File: src/rtl/xbus_pkg.sv
// Shared widths and the machine-cycle descriptor for the external bus sequencer.
// Assumes a byte-wide data bus and a two-byte address.
package xbus_pkg;
    parameter int ADDR_W = 16;
    parameter int DATA_W = 8;

    typedef enum logic [1:0] {
        CYC_IDLE   = 2'd0,
        CYC_FETCH  = 2'd1,
        CYC_DREAD  = 2'd2,
        CYC_DWRITE = 2'd3
    } cyc_kind_t;

    typedef struct packed {
        cyc_kind_t           kind;
        logic                wide;
        logic                ext_code;
        logic                ale_off;
        logic [ADDR_W-1:0]   addr;
        logic [DATA_W-1:0]   wdata;
        logic [DATA_W-1:0]   p2;
    } cyc_desc_t;
endpackage

File: src/rtl/xbus_phase.sv
// Machine-cycle phase counter. Counts 0..N_PH-1 and flags the last phase.
// Assumes N_PH is a multiple of 12 so the derived sub-windows are whole clocks.
module xbus_phase #(
    parameter int N_PH = 12,
    localparam int PH_W = $clog2(N_PH)
) (
    input  logic            clk,
    input  logic            rst_n,
    output logic [PH_W-1:0] ph,
    output logic            cyc_last
);
    localparam logic [PH_W-1:0] PH_LAST = PH_W'(N_PH - 1);

    assign cyc_last = (ph == PH_LAST);

    // Advance the phase; reset parks on the last phase so the first cycle starts cleanly.
    always_ff @(posedge clk) begin
        if (!rst_n)        ph <= PH_LAST;
        else if (cyc_last) ph <= '0;
        else               ph <= ph + 1'b1;
    end

    assert_phase_wrap_R10: assert property (@(posedge clk) disable iff (!rst_n)
        cyc_last |=> (ph == '0));
    assert_phase_step_R10: assert property (@(posedge clk) disable iff (!rst_n)
        (!cyc_last && $past(rst_n)) |=> (ph == $past(ph) + 1'b1));
endmodule

File: src/rtl/xbus_capture.sv
// Samples the requests at the last phase into a descriptor held for one machine cycle.
// Also captures the code-source strap during reset for the lock option.
module xbus_capture import xbus_pkg::*; (
    input  logic              clk,
    input  logic              rst_n,
    input  logic              cyc_last,
    input  logic              fetch_req,
    input  logic              dat_req,
    input  logic              dat_wide,
    input  logic              dat_wr,
    input  logic [ADDR_W-1:0] addr,
    input  logic [DATA_W-1:0] wdata,
    input  logic [DATA_W-1:0] p2_reg,
    input  logic              code_ext_n,
    input  logic              lock_hold,
    input  logic              ale_off,
    output cyc_desc_t         desc
);
    logic strap_ext_q;
    logic ext_eff;

    // Capture the strap while reset is held; keep it afterwards.
    always_ff @(posedge clk) begin
        if (!rst_n) strap_ext_q <= !code_ext_n;
    end

    assign ext_eff = lock_hold ? strap_ext_q : !code_ext_n;

    // Load the next cycle's descriptor at the boundary; data wins over fetch.
    always_ff @(posedge clk) begin
        if (!rst_n) begin
            desc <= '0;
        end else if (cyc_last) begin
            if (dat_req)        desc.kind <= dat_wr ? CYC_DWRITE : CYC_DREAD;
            else if (fetch_req) desc.kind <= CYC_FETCH;
            else                desc.kind <= CYC_IDLE;
            desc.wide     <= dat_wide;
            desc.ext_code <= ext_eff;
            desc.ale_off  <= ale_off;
            desc.addr     <= addr;
            desc.wdata    <= wdata;
            desc.p2       <= p2_reg;
        end
    end

    assert_desc_hold_R10: assert property (@(posedge clk) disable iff (!rst_n)
        (!cyc_last && $past(rst_n)) |=> $stable(desc));
endmodule

File: src/rtl/xbus_drive.sv
// Turns the phase and the cycle descriptor into bus strobes and byte lanes.
// Assumes N_PH/6 clocks of latch pulse and N_PH/4 clocks of address phase per half cycle.
module xbus_drive import xbus_pkg::*; #(
    parameter int N_PH = 12,
    localparam int PH_W = $clog2(N_PH)
) (
    input  logic              clk,
    input  logic              rst_n,
    input  logic [PH_W-1:0]   ph,
    input  cyc_desc_t         desc,
    output logic              ale,
    output logic              psen_n,
    output logic              rd_n,
    output logic              wr_n,
    output logic [DATA_W-1:0] ad_out,
    output logic              ad_oe,
    output logic [DATA_W-1:0] hi_out
);
    localparam logic [PH_W-1:0] HALF    = PH_W'(N_PH / 2);
    localparam logic [PH_W-1:0] ALE_W   = PH_W'(N_PH / 6);
    localparam logic [PH_W-1:0] ADR_PH  = PH_W'(N_PH / 4);
    localparam logic [PH_W-1:0] STB_END = PH_W'(N_PH - 2);
    localparam logic [PH_W-1:0] PH_LAST = PH_W'(N_PH - 1);

    logic              second;
    logic [PH_W-1:0]   ph_h;
    logic              is_fetch;
    logic              is_data;
    logic              ale_std;
    logic [ADDR_W-1:0] fetch_addr;

    assign second     = (ph >= HALF);
    assign ph_h       = second ? (ph - HALF) : ph;
    assign is_fetch   = (desc.kind == CYC_FETCH) && desc.ext_code;
    assign is_data    = (desc.kind == CYC_DREAD) || (desc.kind == CYC_DWRITE);
    assign fetch_addr = desc.addr + ADDR_W'(second);

    // Latch strobe: two pulses per cycle, second dropped in data cycles, held high when suppressed.
    always_comb begin
        ale_std = (ph < ALE_W) || (second && (ph_h < ALE_W) && !is_data);
        if (desc.ale_off && !desc.ext_code && !is_data) ale = 1'b1;
        else                                             ale = ale_std;
    end

    // Active-low strobes in their phase windows.
    always_comb begin
        psen_n = !(is_fetch && (ph_h >= ADR_PH));
        rd_n   = !((desc.kind == CYC_DREAD)  && (ph >= ADR_PH) && (ph <= STB_END));
        wr_n   = !((desc.kind == CYC_DWRITE) && (ph >= ADR_PH) && (ph <= STB_END));
    end

    // Low byte lane: address phases, write data, released otherwise.
    always_comb begin
        ad_oe  = 1'b0;
        ad_out = '0;
        if (is_fetch) begin
            if (ph_h < ADR_PH) begin
                ad_oe  = 1'b1;
                ad_out = fetch_addr[DATA_W-1:0];
            end
        end else if (is_data) begin
            if (ph < ADR_PH) begin
                ad_oe  = 1'b1;
                ad_out = desc.addr[DATA_W-1:0];
            end else if (desc.kind == CYC_DWRITE) begin
                ad_oe  = 1'b1;
                ad_out = desc.wdata;
            end
        end
    end

    // High byte port: address or the port register.
    always_comb begin
        if (is_fetch)                hi_out = fetch_addr[ADDR_W-1:DATA_W];
        else if (is_data && desc.wide) hi_out = desc.addr[ADDR_W-1:DATA_W];
        else                         hi_out = desc.p2;
    end

    // Checker state: program-store falls seen in the current cycle.
    logic       psen_q;
    logic [1:0] psen_falls;
    always_ff @(posedge clk) begin
        if (!rst_n) begin
            psen_q     <= 1'b1;
            psen_falls <= '0;
        end else begin
            psen_q <= psen_n;
            if (ph == '0)               psen_falls <= '0;
            else if (psen_q && !psen_n) psen_falls <= psen_falls + 1'b1;
        end
    end

    assert_two_psen_per_fetch_R2: assert property (@(posedge clk) disable iff (!rst_n)
        (ph == PH_LAST) |-> (psen_falls == (is_fetch ? 2'd2 : 2'd0)));
    assert_psen_skipped_R3: assert property (@(posedge clk) disable iff (!rst_n)
        (!rd_n || !wr_n) |-> psen_n);
    assert_one_strobe_R4: assert property (@(posedge clk) disable iff (!rst_n)
        $countones({!psen_n, !rd_n, !wr_n}) <= 1);
    assert_read_bus_free_R4: assert property (@(posedge clk) disable iff (!rst_n)
        !rd_n |-> !ad_oe);
    assert_write_data_steady_R5: assert property (@(posedge clk) disable iff (!rst_n)
        (!wr_n && $past(!wr_n)) |-> (ad_oe && $stable(ad_out)));
    assert_ale_quiet_R11: assert property (@(posedge clk) disable iff (!rst_n)
        (!psen_n || !rd_n || !wr_n) |-> !ale);
    assert_addr_at_ale_fall_R11: assert property (@(posedge clk) disable iff (!rst_n)
        ($fell(ale) && (is_fetch || is_data)) |-> (ad_oe && $stable(ad_out)));
endmodule

File: src/rtl/xbus_seq.sv
// External memory bus sequencer top: phase counter, request capture and bus drive.
// Assumes requests are held valid through the last phase of each machine cycle.
module xbus_seq import xbus_pkg::*; #(
    parameter int N_PH = 12
) (
    input  logic              clk,
    input  logic              rst_n,
    input  logic              fetch_req,
    input  logic              dat_req,
    input  logic              dat_wide,
    input  logic              dat_wr,
    input  logic [ADDR_W-1:0] addr,
    input  logic [DATA_W-1:0] wdata,
    input  logic [DATA_W-1:0] p2_reg,
    input  logic              code_ext_n,
    input  logic              lock_hold,
    input  logic              ale_off,
    output logic              ale,
    output logic              psen_n,
    output logic              rd_n,
    output logic              wr_n,
    output logic [DATA_W-1:0] ad_out,
    output logic              ad_oe,
    output logic [DATA_W-1:0] hi_out
);
    localparam int PH_W = $clog2(N_PH);

    logic [PH_W-1:0] ph;
    logic            cyc_last;
    cyc_desc_t       desc;

    xbus_phase #(.N_PH(N_PH)) u_phase (
        .clk(clk), .rst_n(rst_n), .ph(ph), .cyc_last(cyc_last)
    );

    xbus_capture u_capture (
        .clk(clk), .rst_n(rst_n), .cyc_last(cyc_last),
        .fetch_req(fetch_req), .dat_req(dat_req), .dat_wide(dat_wide), .dat_wr(dat_wr),
        .addr(addr), .wdata(wdata), .p2_reg(p2_reg),
        .code_ext_n(code_ext_n), .lock_hold(lock_hold), .ale_off(ale_off),
        .desc(desc)
    );

    xbus_drive #(.N_PH(N_PH)) u_drive (
        .clk(clk), .rst_n(rst_n), .ph(ph), .desc(desc),
        .ale(ale), .psen_n(psen_n), .rd_n(rd_n), .wr_n(wr_n),
        .ad_out(ad_out), .ad_oe(ad_oe), .hi_out(hi_out)
    );
endmodule

File: config.mk
export PLATFORM = sky130hd
export DESIGN_NAME = xbus_seq
export DESIGN_NICKNAME = d
export VERILOG_FILES = /design/src/rtl/xbus_pkg.sv /design/src/rtl/xbus_phase.sv /design/src/rtl/xbus_capture.sv /design/src/rtl/xbus_drive.sv /design/src/rtl/xbus_seq.sv
export SDC_FILE = /design/constraint.sdc
export NUM_CORES = 1
export LEC_CHECK = 0
export ABC_AREA = 1
export BUFFER_PORTS_ARGS = -buffer_cell sky130_fd_sc_hd__clkbuf_2
export CORE_MARGIN = 4
export CORE_UTILIZATION = 30
export DETAILED_ROUTE_END_ITERATION = 10
export MAX_ROUTING_LAYER = met4
export PLACE_DENSITY_LB_ADDON = 0.05
export SLEW_MARGIN = 20
export SYNTH_ARGS = -nofsm -noshare
export SYNTH_HDL_FRONTEND = slang
export SYNTH_SLANG_ARGS = --single-unit
File: constraint.sdc
create_clock -name clk -period 1.6 [get_ports clk]
set_input_delay 0.16 -clock clk [delete_from_list [all_inputs] [get_ports clk]]
set_output_delay 0.16 -clock clk [all_outputs]
set_load 0.01 [all_outputs]
# Word level (Yosys, flattened, before mapping)
# Cells that the tools add are included.
dict set report totals {
  regBits 42
  in_bits 41
}
dict set report classes {
  reduce_logical 20
  n_mux 19
  n_addsub 3
  bitwise_logic 1
  magnitude_cmp 8
  n_eq_ne 4
}
# op count
set op_table {}
lappend op_table {{8-bit two-way mux} 7}
lappend op_table {{16-bit by 1-bit adder with 16-bit output} 1}
lappend op_table {{4-bit by 2-bit < comparator with 1-bit output, second input constant} 4}
lappend op_table {{1-bit logical AND} 11}
lappend op_table {{1-bit two-way mux} 9}
lappend op_table {{4-bit by 2-bit >= comparator with 1-bit output, second input constant} 2}
lappend op_table {{4-bit two-way mux} 2}
lappend op_table {{1-bit logical NOT} 6}
lappend op_table {{4-bit by 1-bit adder with 4-bit output, second input constant} 1}
lappend op_table {{2-bit equality test, second input constant} 2}
lappend op_table {{4-bit equality test, second input constant} 1}
lappend op_table {{4-bit by 3-bit >= comparator with 1-bit output, second input constant} 1}
lappend op_table {{4-bit less-or-equal comparator, second input constant} 1}
lappend op_table {{4-bit by 3-bit subtractor with 4-bit output, second input constant} 1}
lappend op_table {{2-bit by 1-bit equality test with 1-bit output, second input constant} 1}
lappend op_table {{1-bit logical OR} 2}
lappend op_table {{2-bit two-way mux} 1}
lappend op_table {{2-bit OR reduction} 1}
lappend op_table {{1-bit NOT} 1}

# Depth between registers and ports, before layout
dict set report logic_depth {
  ltp_word 7
  depth_mapped 11
  depth_no_buf 11
}

# Cells and area by module
# Synthesis repeated with hierarchy kept, for this count alone.
dict set report hier_totals {
  hier_cells 371
  area_unflattened_um2 2337.2
}
# mod seq_area_each_um2 area_each_um2 cells_per_inst n_inst
set by_module_without_submodules {}
lappend by_module_without_submodules {xbus_capture 770.7 1332.5 171 1}
lappend by_module_without_submodules {xbus_drive 0.0 830.8 178 1}
lappend by_module_without_submodules {xbus_phase 80.1 173.9 22 1}

# Least setup slack after synthesis
# Ideal clock, no wire load.
dict set report synth_path {
  kind {reg2out}
  startpoint {register u_phase.ph[3]}
  endpoint {output port hi_out[7]}
  path_slack_ns 0.028
  t_arrival_ns 1.412
  t_required_ns 1.440
  path_stages_with_launch 12
  path_buffers 0
  cell_sequence {dfxtp_1 inv_1 nand2_1 ha_1 nand2_1 nor2_2 nand2_2 nor2_1 nand2_1 nand2_1 nand2_1 nand2_1}
}
dict set report synth_between {
  elab_chain_len 3
}
# item line
set synth_lines {}
lappend synth_lines {{start, declared} xbus_phase.sv:9} ;# output logic [PH_W-1:0] ph,
lappend synth_lines {{start signal, assigned} xbus_phase.sv:20} ;# else ph <= ph + 1'b1;
lappend synth_lines {{4-bit by 3-bit >= comparator with 1-bit output} xbus_drive.sv:32} ;# assign second = (ph >= HALF);
lappend synth_lines {{16-bit by 1-bit adder with 16-bit output} xbus_drive.sv:36} ;# assign fetch_addr = desc.addr + ADDR_W'(second);
lappend synth_lines {{8-bit two-way mux} xbus_drive.sv:74} ;# if (is_fetch) hi_out = fetch_addr[ADDR_W-1:DATA_W];
lappend synth_lines {{end, declared} xbus_seq.sv:24} ;# output logic [DATA_W-1:0] hi_out
# No other way between the ends.

# Worst setup path in the final report
dict set report layout_path {
  startpoint {register u_phase.ph[2]}
  endpoint {output port hi_out[4]}
}
# Same word-level chain as after synthesis.

==> metrics.md <==
| Metric | Value |
|---|---|
| Status | `finished with violations` |
| Failing checks | `setup timing` |
| Fin worst setup slack | `-0.269 ns` |
| Critical Path RT | `1.44 ns` |
| Area leader, netlist | `dfxtp_1` |
| Final period util | `117%` |
| Gate Count Post-Synth | `351` |
| Initial core utilization | `30.9%` |
| CP cell instances | `nand2_2 -> nand2_4 -> ha_4 -> nand3_4 -> nor2_4 -> nand4_1 -> nand3_1 -> nand2_1 -> clkbuf_2` |
| Cell variety after synth | `30` |
| Skew final | `0.00630 ns` |
| Drt first pass iters | `4` |
| All-layer global routing usage | `16.4%` |
| CTS buffer count | `5` |
| Later-pin clock latency in the skew report | `0.30 ns` |
| H-tree levels | `2` |
| Site row count | `32` |
| Final setup fails | `19` |
| Cts hold-fix bufs | `0` |
| Minimum clock period | `1.87 ns` |
| CP Class | `reg -> out` |
| Pin count of the biggest net entering global routing | `39` |
| Synth-to-layout area growth | `44.1%` |
| Min-delay worst type | `in -> reg` |
| First-pass GRT wire length | `12500 µm` |
| Clk buf depth | `2` |
| ANT nets after route | `0` |
| Syn avg cell area | `6.80 µm²` |
| Sink Count | `42` |
| Setup crit end kind | `output port` |
| Critical path arrival | `1.71 ns` |
| Yosys synthesis warning count | `0` |
| CTS tree | `done` |
| Peak VDD IR | `0.000485 V` |
| Crit path max-delay cell type | `dfxtp_2` |
| Synth Net Count | `396` |
| IO Count | `62` |
| Die ar. | `9440 µm²` |
| Max Cap Viol | `0` |
| Setup_tns | `-3.82 ns` |
| CP startpoint kind | `register` |
| Lkg Pwr | `1.49 nW` |
| CTS root buf | `clkbuf_8` |
| Crit Path Max Fanout | `4` |
| DIE HEIGHT | `97.2 µm` |
| DRC viols | `0` |
| Commonest non-fill, non-tap cell in the layout | `nand2_1` |
| 1st-iter DRT viols | `73` |
| DR vias | `2578` |
| Vias per cell | `4.74` |
| Routed wire length | `7520 µm` |
| Commonest non-fill, non-tap cells in the layout | `nand2_1, clkbuf_2, a21oi_1` |
| GPL Wtd Cong | `0.787` |
| Rel. slew slack | `70.8%` |
| Synthesized cell area | `2390 µm²` |
| Sequential share of the synthesized area | `35.7%` |
| Synth Register Bits | `42` |
| Fraction of layout cells with a size suffix above 1 | `38.7%` |
| WHS | `0.0875 ns` |
| Nets | `486` |
| Slew at the pin with the worst max-slew slack | `0.437 ns` |
| Core area | `7730 µm²` |
| Routed length per instance | `13.8 µm` |
| Final Hold Fails | `0` |
| Vias in the first global route | `2618` |
| Largest cells by area after synthesis | `dfxtp_1, nand2_1, a21oi_1, o21ai_0, inv_1` |
| Antenna diodes | `0` |
| Max Fclk | `535 MHz` |
| PD cells | `1190 nW/µm²` |
| Worst-path clk slew | `0.09 ns` |
| Slew Viols, Final | `0` |
| CP peak stage delay | `0.36 ns` |
| Fill cells | `825` |
| Initial antenna violation count | `0` |
| I/O Buffers | `61` |
| Die Wd | `97.2 µm` |
| Post-DP HPWL | `5230 µm` |
| Unrepaired setup endpoints after global routing | `yes` |
| Top cell type's share of synthesized area | `34.4%` |
| Global route total overflow | `0` |
==> path summary, 6_finish.rpt <==
kind                      startpoint            endpoint  slack, ns  depth (start not counted)
hold / removal             p2_reg[6]   u_capture.desc[6]       0.09                          3
hold reg to reg   u_capture.desc[10]  u_capture.desc[10]       0.46                          2
setup reg to reg       u_phase.ph[3]  u_capture.desc[19]       0.07                          8
setup / recovery       u_phase.ph[2]           hi_out[4]      -0.27                          9
==> cell type report <==
type	instances	area [µm²]	share of cell area, %
multi-input combinational	254	1530	44.4
sequential	42	858	25.0
timing repair buffer	96	651	18.9
inverter	42	165	4.80
tap	102	128	3.71
clock buffer	5	68.8	2.00
clock inverter	3	40.0	1.16
==> critical path, delay by kind of cell, from the launching register on <==
family	cells	cell delay, ns
adder cells (fa/ha/maj)	1	0.14
buffers and inverters	1	0.12
flip-flops	1	0.36
AND/OR/NAND/NOR	7	0.77
==> cell usage after synthesis, drive strengths merged <==
master and number:
ha 4, o21ai 51, nand3 17, xnor2 1, nand2 76, clkbuf 6, mux2i 1, a31oi 7
a211oi 1, dfxtp 41, inv 42, a21oi 41, xor2 5, buf 9, edfxtp 1, nor2 39
nand4 6, o22ai 2, o211ai 1
==> where the power goes <==
group	switching, W	internal, W	leakage [nW]
registers	0.000204	0.00130	0.349
logic	0.000986	0.000741	1.08
clock network	0.000399	0.000460	0.0579
total	0.00159	0.00250	1.49
==> layer usage <==
layer / vias up / wire length (µm) / global-route usage, %
li1: 1339 / - / -
met1: 1181 / 3620 / 21.6
met2: 50 / 3550 / 26.2
met3: 8 / 256 / 3.09
met4: 0 / 95 / 3.56
met5: - / 0 / -
==> flip-flops by register name, summed over array words and instances (netlist names) <==
register / cells
u_capture.strap_ext_q: 1
u_capture.desc: 37
u_phase.ph: 4
==> kinds of logic (layout without fill, tap and decap cells) <==
family          count (synthesis)  count (layout)  share of synthesized area, %
simple gates                  138             140                          26.7
compound gates                103             103                          22.8
buf+inv                        57             146                          10.1
flops                          42              42                          35.7
xor+xnor                        6               6                          2.20
fa+ha+maj                       4               4                          2.10
mux                             1               1                         0.420
==> per-stage QoR <==
step | util [%] | setup slack [ns] | area (µm²) | power [W] | std cells
CTS | 41.9 | -0.276 | 3230 | 0.00389 | 536
detailed placement | 37.7 | -0.0558 | 2910 | 0.00284 | 520
floorplan | - | 0.0284 | 2390 | 0.00234 | 351
finish | 44.5 | -0.269 | 3440 | 0.00409 | 544
global placement | 37.7 | -0.0186 | 2910 | 0.00285 | 520
global route | 44.5 | -0.393 | 3440 | 0.00439 | 544
==> timing repair <==
| action | in CTS | in global routing |
|---|---|---|
| pin swaps | 12 | 19 |
| gates cloned | 2 | 1 |
| endpoints found under the setup margin | 20 | 21 |
| resized for setup | 37 | 62 |
| buffers inserted | 7 | 9 |
(Power assumes the default switching activity.)
